===== src/rtl/i2cwm_pkg.sv =====
package i2cwm_pkg;
  localparam int BYTE_W = 8;
  localparam int ADDR_W = BYTE_W - 1;

  typedef enum logic [2:0] {
    S_IDLE, S_START, S_BIT_LOW, S_BIT_HIGH, S_HOLD, S_STOP_LOW, S_STOP_HIGH, S_FREE
  } phase_e;

  typedef enum logic [1:0] {SDA_REL, SDA_LOW, SDA_DATA} sdaMode_e;

  typedef struct packed {
    logic     loadLow;
    logic     loadHigh;
    logic     loadAddr;
    logic     moveHold;
    logic     dropHold;
    logic     shiftBit;
    sdaMode_e sdaMode;
  } dpStrobe_t;
endpackage


===== src/rtl/i2cwm_datapath.sv =====
module i2cwm_datapath import i2cwm_pkg::*; #(
  parameter int DIV_W = 8,
  parameter int EXP_W = 3
) (
  input  logic              clk,
  input  logic              rstN,
  input  dpStrobe_t         stb,
  input  logic              wrAccept,
  input  logic [BYTE_W-1:0] thrData,
  input  logic [ADDR_W-1:0] slaveAddr,
  input  logic [EXP_W-1:0]  clkExp,
  input  logic [DIV_W-1:0]  highCnt,
  input  logic [DIV_W-1:0]  lowCnt,
  output logic              timerDone,
  output logic              lastBit,
  output logic              holdFull,
  output logic              sdaOe
);
  localparam int TMR_W = DIV_W + (1 << EXP_W) + 1;
  localparam int CNT_W = $clog2(BYTE_W + 1);

  logic [TMR_W-1:0]  lowSpan, highSpan, timerQ;
  logic [BYTE_W-1:0] holdQ, shiftQ;
  logic [CNT_W-1:0]  bitCnt;

  // phase length = count scaled by prescaler plus fixed overhead
  assign lowSpan  = (TMR_W'(lowCnt)  << clkExp) + TMR_W'(4);
  assign highSpan = (TMR_W'(highCnt) << clkExp) + TMR_W'(4);

  always_ff @(posedge clk) begin
    if (!rstN)             timerQ <= '0;
    else if (stb.loadLow)  timerQ <= lowSpan - TMR_W'(1);
    else if (stb.loadHigh) timerQ <= highSpan - TMR_W'(1);
    else if (timerQ != '0) timerQ <= timerQ - TMR_W'(1);
  end
  assign timerDone = (timerQ == '0);

  // holding register: a new write wins over a move or a discard
  always_ff @(posedge clk) begin
    if (!rstN) begin
      holdQ    <= '0;
      holdFull <= 1'b0;
    end else if (wrAccept) begin
      holdQ    <= thrData;
      holdFull <= 1'b1;
    end else if (stb.moveHold || stb.dropHold) begin
      holdFull <= 1'b0;
    end
  end

  always_ff @(posedge clk) begin
    if (!rstN) begin
      shiftQ <= '0;
      bitCnt <= '0;
    end else if (stb.loadAddr) begin
      shiftQ <= {slaveAddr, 1'b0};
      bitCnt <= '0;
    end else if (stb.moveHold) begin
      shiftQ <= holdQ;
      bitCnt <= '0;
    end else if (stb.shiftBit) begin
      shiftQ <= {shiftQ[BYTE_W-2:0], 1'b0};
      bitCnt <= bitCnt + CNT_W'(1);
    end
  end
  assign lastBit = (bitCnt == CNT_W'(BYTE_W));

  // registered one cycle behind the phase so SDA moves after SCL falls
  always_ff @(posedge clk) begin
    if (!rstN) sdaOe <= 1'b0;
    else begin
      case (stb.sdaMode)
        SDA_LOW:  sdaOe <= 1'b1;
        SDA_DATA: sdaOe <= !lastBit && !shiftQ[BYTE_W-1];
        default:  sdaOe <= 1'b0;
      endcase
    end
  end

  a_r2_dir_bit_zero: assert property (@(posedge clk) disable iff (!rstN)
    stb.loadAddr |=> (shiftQ[0] == 1'b0));
  a_r5_move_needs_data: assert property (@(posedge clk) disable iff (!rstN)
    stb.moveHold |-> holdFull);
endmodule


===== src/rtl/i2cwm_ctrl.sv =====
module i2cwm_ctrl import i2cwm_pkg::*; (
  input  logic      clk,
  input  logic      rstN,
  input  logic      masterEn,
  input  logic      wrAccept,
  input  logic      stopReq,
  input  logic      nackClr,
  input  logic      sdaIn,
  input  logic      timerDone,
  input  logic      lastBit,
  input  logic      holdFull,
  output dpStrobe_t stb,
  output logic      sclOe,
  output logic      txRdy,
  output logic      nackFlag,
  output phase_e    phase
);
  phase_e stateQ, stateD;
  logic   stopPendQ, ackEv, nackEv, inFrame;

  always_comb begin
    stateD = stateQ;
    stb    = '0;
    ackEv  = 1'b0;
    nackEv = 1'b0;
    case (stateQ)
      S_IDLE: if (masterEn && holdFull) begin
        stateD = S_START; stb.loadHigh = 1'b1; stb.loadAddr = 1'b1;
      end
      S_START: if (timerDone) begin
        stateD = S_BIT_LOW; stb.loadLow = 1'b1;
      end
      S_BIT_LOW: if (timerDone) begin
        stateD = S_BIT_HIGH; stb.loadHigh = 1'b1;
      end
      S_BIT_HIGH: if (timerDone) begin
        if (!lastBit) begin
          stateD = S_BIT_LOW; stb.loadLow = 1'b1; stb.shiftBit = 1'b1;
        end else if (sdaIn) begin
          nackEv = 1'b1; stb.dropHold = 1'b1;
          stateD = S_STOP_LOW; stb.loadLow = 1'b1;
        end else begin
          ackEv = 1'b1;
          if (holdFull) begin
            stateD = S_BIT_LOW; stb.loadLow = 1'b1; stb.moveHold = 1'b1;
          end else if (stopPendQ) begin
            stateD = S_STOP_LOW; stb.loadLow = 1'b1;
          end else begin
            stateD = S_HOLD;
          end
        end
      end
      S_HOLD: begin
        if (holdFull) begin
          stateD = S_BIT_LOW; stb.loadLow = 1'b1; stb.moveHold = 1'b1;
        end else if (stopPendQ) begin
          stateD = S_STOP_LOW; stb.loadLow = 1'b1;
        end
      end
      S_STOP_LOW: if (timerDone) begin
        stateD = S_STOP_HIGH; stb.loadHigh = 1'b1;
      end
      S_STOP_HIGH: if (timerDone) begin
        stateD = S_FREE; stb.loadHigh = 1'b1;
      end
      S_FREE: if (timerDone) stateD = S_IDLE;
      default: stateD = S_IDLE;
    endcase

    case (stateQ)
      S_START, S_STOP_LOW, S_STOP_HIGH: stb.sdaMode = SDA_LOW;
      S_BIT_LOW, S_BIT_HIGH:            stb.sdaMode = SDA_DATA;
      default:                          stb.sdaMode = SDA_REL;
    endcase
  end

  assign sclOe   = (stateQ == S_BIT_LOW) || (stateQ == S_HOLD) || (stateQ == S_STOP_LOW);
  assign phase   = stateQ;
  assign inFrame = (stateQ == S_START) || (stateQ == S_BIT_LOW) ||
                   (stateQ == S_BIT_HIGH) || (stateQ == S_HOLD);

  always_ff @(posedge clk) begin
    if (!rstN) begin
      stateQ    <= S_IDLE;
      stopPendQ <= 1'b0;
      txRdy     <= 1'b0;
      nackFlag  <= 1'b0;
    end else begin
      stateQ <= stateD;
      if (stateD == S_STOP_LOW && stateQ != S_STOP_LOW) stopPendQ <= 1'b0;
      else if (stopReq && inFrame)                      stopPendQ <= 1'b1;
      if (nackEv)        txRdy <= 1'b0;
      else if (wrAccept) txRdy <= 1'b0;
      else if (ackEv)    txRdy <= 1'b1;
      if (nackEv)       nackFlag <= 1'b1;
      else if (nackClr) nackFlag <= 1'b0;
    end
  end

  a_r6_write_clears_ready: assert property (@(posedge clk) disable iff (!rstN)
    wrAccept |=> !txRdy);
  a_r9_nack_sticky: assert property (@(posedge clk) disable iff (!rstN)
    (nackFlag && !nackClr) |=> nackFlag);
  a_r8_stop_from_hold: assert property (@(posedge clk) disable iff (!rstN)
    (stateQ == S_HOLD && stopPendQ && !holdFull) |=> (stateQ == S_STOP_LOW));
endmodule


===== src/rtl/i2c_wr_master.sv =====
module i2c_wr_master import i2cwm_pkg::*; #(
  parameter int DIV_W = 8,
  parameter int EXP_W = 3
) (
  input  logic              clk,
  input  logic              rstN,
  input  logic              masterEn,
  input  logic [ADDR_W-1:0] slaveAddr,
  input  logic [EXP_W-1:0]  clkExp,
  input  logic [DIV_W-1:0]  highCnt,
  input  logic [DIV_W-1:0]  lowCnt,
  input  logic              thrWrite,
  input  logic [BYTE_W-1:0] thrData,
  input  logic              stopReq,
  input  logic              nackClr,
  input  logic              nackIntEn,
  input  logic              txRdyIntEn,
  input  logic              sdaIn,
  output logic              sclOe,
  output logic              sdaOe,
  output logic              txRdy,
  output logic              nackFlag,
  output logic              irq
);
  dpStrobe_t stb;
  phase_e    phase;
  logic      wrAccept, timerDone, lastBit, holdFull;

  assign wrAccept = thrWrite && masterEn;

  i2cwm_ctrl u_ctrl (
    .clk(clk), .rstN(rstN), .masterEn(masterEn), .wrAccept(wrAccept),
    .stopReq(stopReq), .nackClr(nackClr), .sdaIn(sdaIn),
    .timerDone(timerDone), .lastBit(lastBit), .holdFull(holdFull),
    .stb(stb), .sclOe(sclOe), .txRdy(txRdy), .nackFlag(nackFlag), .phase(phase)
  );

  i2cwm_datapath #(.DIV_W(DIV_W), .EXP_W(EXP_W)) u_dp (
    .clk(clk), .rstN(rstN), .stb(stb), .wrAccept(wrAccept), .thrData(thrData),
    .slaveAddr(slaveAddr), .clkExp(clkExp), .highCnt(highCnt), .lowCnt(lowCnt),
    .timerDone(timerDone), .lastBit(lastBit), .holdFull(holdFull), .sdaOe(sdaOe)
  );

  assign irq = (nackFlag && nackIntEn) || (txRdy && txRdyIntEn);

  a_r4_sda_steady_high: assert property (@(posedge clk) disable iff (!rstN)
    (phase == S_BIT_HIGH && $past(phase) == S_BIT_HIGH) |-> $stable(sdaOe));
endmodule


===== config.mk =====
export PLATFORM = sky130hd
export DESIGN_NAME = i2c_wr_master
export DESIGN_NICKNAME = d
export VERILOG_FILES = /design/src/rtl/i2cwm_pkg.sv /design/src/rtl/i2cwm_datapath.sv /design/src/rtl/i2cwm_ctrl.sv /design/src/rtl/i2c_wr_master.sv
export SDC_FILE = /design/constraint.sdc
export NUM_CORES = 1
export LEC_CHECK = 0
export BUFFER_PORTS_ARGS = -buffer_cell sky130_fd_sc_hd__buf_2
export CORE_ASPECT_RATIO = 0.5
export CORE_MARGIN = 4
export CORE_UTILIZATION = 53
export DETAILED_ROUTE_END_ITERATION = 16
export PLACE_DENSITY_LB_ADDON = 0.1
export SLEW_MARGIN = 40
export SYNTH_ARGS = -nofsm -noshare
export SYNTH_HDL_FRONTEND = slang
export SYNTH_HIERARCHICAL = 1
export SYNTH_SLANG_ARGS = --single-unit

===== constraint.sdc =====
create_clock -name clk -period 3.2 [get_ports clk]
set_input_delay 0.16 -clock clk [delete_from_list [all_inputs] [get_ports clk]]
set_output_delay 0.16 -clock clk [all_outputs]
set_load 0.05 [all_outputs]

==> impl_metrics.yaml <==
clock_tree:
  root_buffer: "clkbuf_16"
  cts_hold_buf: 0
  cts_num_sinks: 45
  cts_tree: "done"
  cts-buffers-inserted: 5
  clkTransAtPathRegs_ns: 0.06
  htreeDepth: 2
  clock_path_buffers: 2
  insertion_delay_ns: 0.28
setup_path:
  rrSetupSlack_ns: 0.20
  crit_top_cell: "nor2_1"
  r2r_end: "u_dp/shiftQ[3]"
  worstRegToRegCells: 16
  cp-end-kind: "register"
  start_kind: "register"
  r2r-start: "u_dp/timerQ[1]"
  path_cells: "inv_1, ha_1, or4b_4, nor3_4, and2_4, and3b_2, nand3_1, o21a_1, nor2_2, buf_2, mux2i_1, nor2_1, a21oi_1, nor2_1, a21oi_1, nor2_1"
  crit_type: "register to register"
  crit_end: "u_dp/shiftQ[3]"
  path_max_fanout: 5
  crit_required_ns: 3.35
  worstPathArrival_ns: 3.15
  critPathLaunch: "u_dp/timerQ[1]"
  critPathMaxStageDelay_ns: 0.47
  crit_slowest_cell: "or4b_4"
timing:
  max_freq_mhz: 333
  timing.slew.headroom_pct: 52.4
  layout_min_cycle_time_ns: 3.00
  hold_viol: 0
  fin_crit_sh_pct: 93.7
  fin_skew_ns: 0.00477
  tns_ns: 0
  worst_pin_slew_ns: 0.713
  holdWs_ns: 0.113
  setup_viol: 0
  final_max_slew_viol_count: 0
power:
  power_density_mw_per_mm2: 603
  peakVddDrop_mv: 0.297
  power.leakage_nw: 1.69
route:
  vias_per_cell: 5.82
  post_drt_wl_per_cell_um: 15.8
  drc: 0
  wl_mm: 9.22
  vias: 3392
  antenna_left: 0
  dr.pass1.iters: 5
  initialDrtViolationCount: 257
synth:
  synth_seq_cells: 45
  synth_edf_count: 0
  synthSimpleGateAreaFrac_pct: 25.2
  async_flop_share_pct: 0
  avgSynthCellArea_um2: 8.31
  synthMuxAreaShare_pct: 17.7
  synth_fp_nets: 496
  syn-cell-area_mm2: 0.00370
  yosysWarnings: 6
  synth.distinct_cells: 77
  synth-compound-area-share_pct: 19.0
  synth-xor-area-share_pct: 4.97
  synth_fa_ha_area_share_pct: 2.71
  ys_seq_area_share_pct: 24.4
  ys.flop_type: "dfxtp_1"
  synth_top_family_by_area: "simple AND/OR/NAND/NOR gates"
  netlist_instances: 445
global_route:
  gr-total-overflow: 0
  grt_usage_pct: 22.4
  grt_start_max_net_pins: 26
  grt_pass1_wl_mm: 15.4
  antenna_found_initial: 0
  grt_pass1_vias: 3076
final_layout:
  area_growth_pct: 14.3
  antennaDiodeCount: 0
  layout-drive-gt1-share_pct: 21.6
  design_area_mm2: 0.00423
  layout_commonest_cell: "nor2_1"
  nets: 542
  final_cell_mix: "nor2_1 (54), buf_2 (48), dfxtp_1 (45)"
floorplanning:
  ios: 48
  rows: 21
  die-area_mm2: 0.00846
  die_h_um: 67.1
  core_mm2: 0.00673
  start_util_pct: 55.0
  fp.dieW_um: 126
placed_design:
  port_buffers: 47
  place_hpwl_mm: 6.83
  placedInstanceArea_mm2: 0.00404
  gp_congestion: 0.934
worst_hold_path:
  whs_path_depth: 3
  hp-class: "input port to register"
outcome:
  status: "finished clean"
job:
  maxCapViolations: 0
==> report_power, final <==
part	switching, mW	internal (mW)
Sequential	0.124	0.668
Clock	0.195	0.306
Combinational	0.676	0.577
==> critical path, delay by kind of cell, from the launching register on <==
family | cells | cell delay (ns)
buffers and inverters | 2 | 0.30
DFF | 1 | 0.31
adders and majority gates | 1 | 0.14
muxes | 1 | 0.19
AOI/OAI and AO/OA | 3 | 0.45
and+or+nand+nor | 9 | 1.47
==> per-layer routing <==
metal  track usage [%]  wire (um)
met3              4.40        497
met5                 0          0
met2              36.2       3960
met4              4.41        108
met1              31.2       4660
==> layout make-up <==
class | count | area, um2
multi-input cells | 357 | 2610
repair buffers | 67 | 399
inverters | 15 | 56.3
flip-flops and latches | 45 | 901
fillers | 628 | 2500
well taps | 92 | 115
clock buffers | 7 | 143
==> sequential cells by signal, summed over array words and instances (netlist names) <==
signal	cells
u_dp/holdQ	8
u_ctrl/stopPendQ	1
u_ctrl/nackFlag	1
u_ctrl/txRdy	1
u_dp/holdFull	1
u_dp/shiftQ	8
u_ctrl/phase	3
u_dp/sdaOe	1
u_dp/timerQ	17
u_dp/bitCnt	4
==> cell usage after synthesis, types with 2 or more instances <==
cell	count	area share [%]
a2111oi_2	2	0.81
a211oi_1	4	0.81
a21boi_0	4	0.81
a21oi_1	27	3.7
a22o_1	4	0.95
a22oi_1	5	1.0
a31oi_1	3	0.51
a32oi_1	3	0.71
a41oi_1	2	0.47
and2_1	5	0.85
and3_1	5	0.85
buf_1	2	0.20
buf_12	2	1.1
buf_2	6	0.81
buf_4	2	0.41
buf_6	2	0.61
clkbuf_1	14	1.4
dfxtp_1	45	24
ha_1	8	2.7
inv_1	14	1.4
mux2_2	10	3.0
mux2i_1	36	9.7
mux4_1	6	4.3
nand2_1	31	3.1
nand2b_1	7	1.2
nand3_1	10	1.4
nand3b_1	2	0.41
nand4_1	5	0.85
nor2_1	55	5.6
nor2b_1	9	1.5
nor3_1	14	1.9
nor3b_1	5	1.0
nor4_1	3	0.51
nor4_2	2	0.68
nor4b_1	2	0.47
o21a_1	3	0.61
o21ai_0	21	2.8
o2bb2ai_1	3	0.71
o31ai_1	2	0.41
or3_1	3	0.51
or4_1	2	0.41
xnor2_1	16	3.8
xor2_1	5	1.2
==> per-stage QoR <==
step           std cells  setup slack, ns  total power, mW  util, %
2_1_floorplan        445          0.00965             1.66        -
3_3_place_gp         574            0.139             1.96     60.0
5_1_grt              583          -0.0291             2.71     62.8
3_5_place_dp         574           0.0334             1.97     60.0
6_report             583            0.200             2.55     62.8
4_1_cts              581           0.0102             2.49     62.1
==> logic make-up (layout without fill, tap and decap cells) <==
| family | Yosys count | in the layout |
|---|---|---|
| compound gates | 101 | 101 |
| flops | 45 | 45 |
| mux | 53 | 53 |
| xor+xnor | 21 | 21 |
| buf+inv | 43 | 89 |
| fa+ha+maj | 8 | 8 |
| simple gates | 174 | 174 |
==> worst min path at each step <==
stage	start	endpoint	slack (ns)
detailed placement	thrData[5]	u_dp/holdQ[5]	0.40
floorplan	rstN	u_ctrl/phase[0]	0.29
global route	thrData[4]	u_dp/holdQ[4]	0.13
global placement	thrData[5]	u_dp/holdQ[5]	0.39
CTS	thrData[5]	u_dp/holdQ[5]	0.11
finish	thrData[5]	u_dp/holdQ[5]	0.11
==> what timing repair did <==
item                       4_1_cts  5_1_grt
setup endpoints to repair        4       13
gates cloned                     0        1
setup buffers                    0        1
resized for setup                1        8
Note: power is estimated with default switching activity, not from simulation.
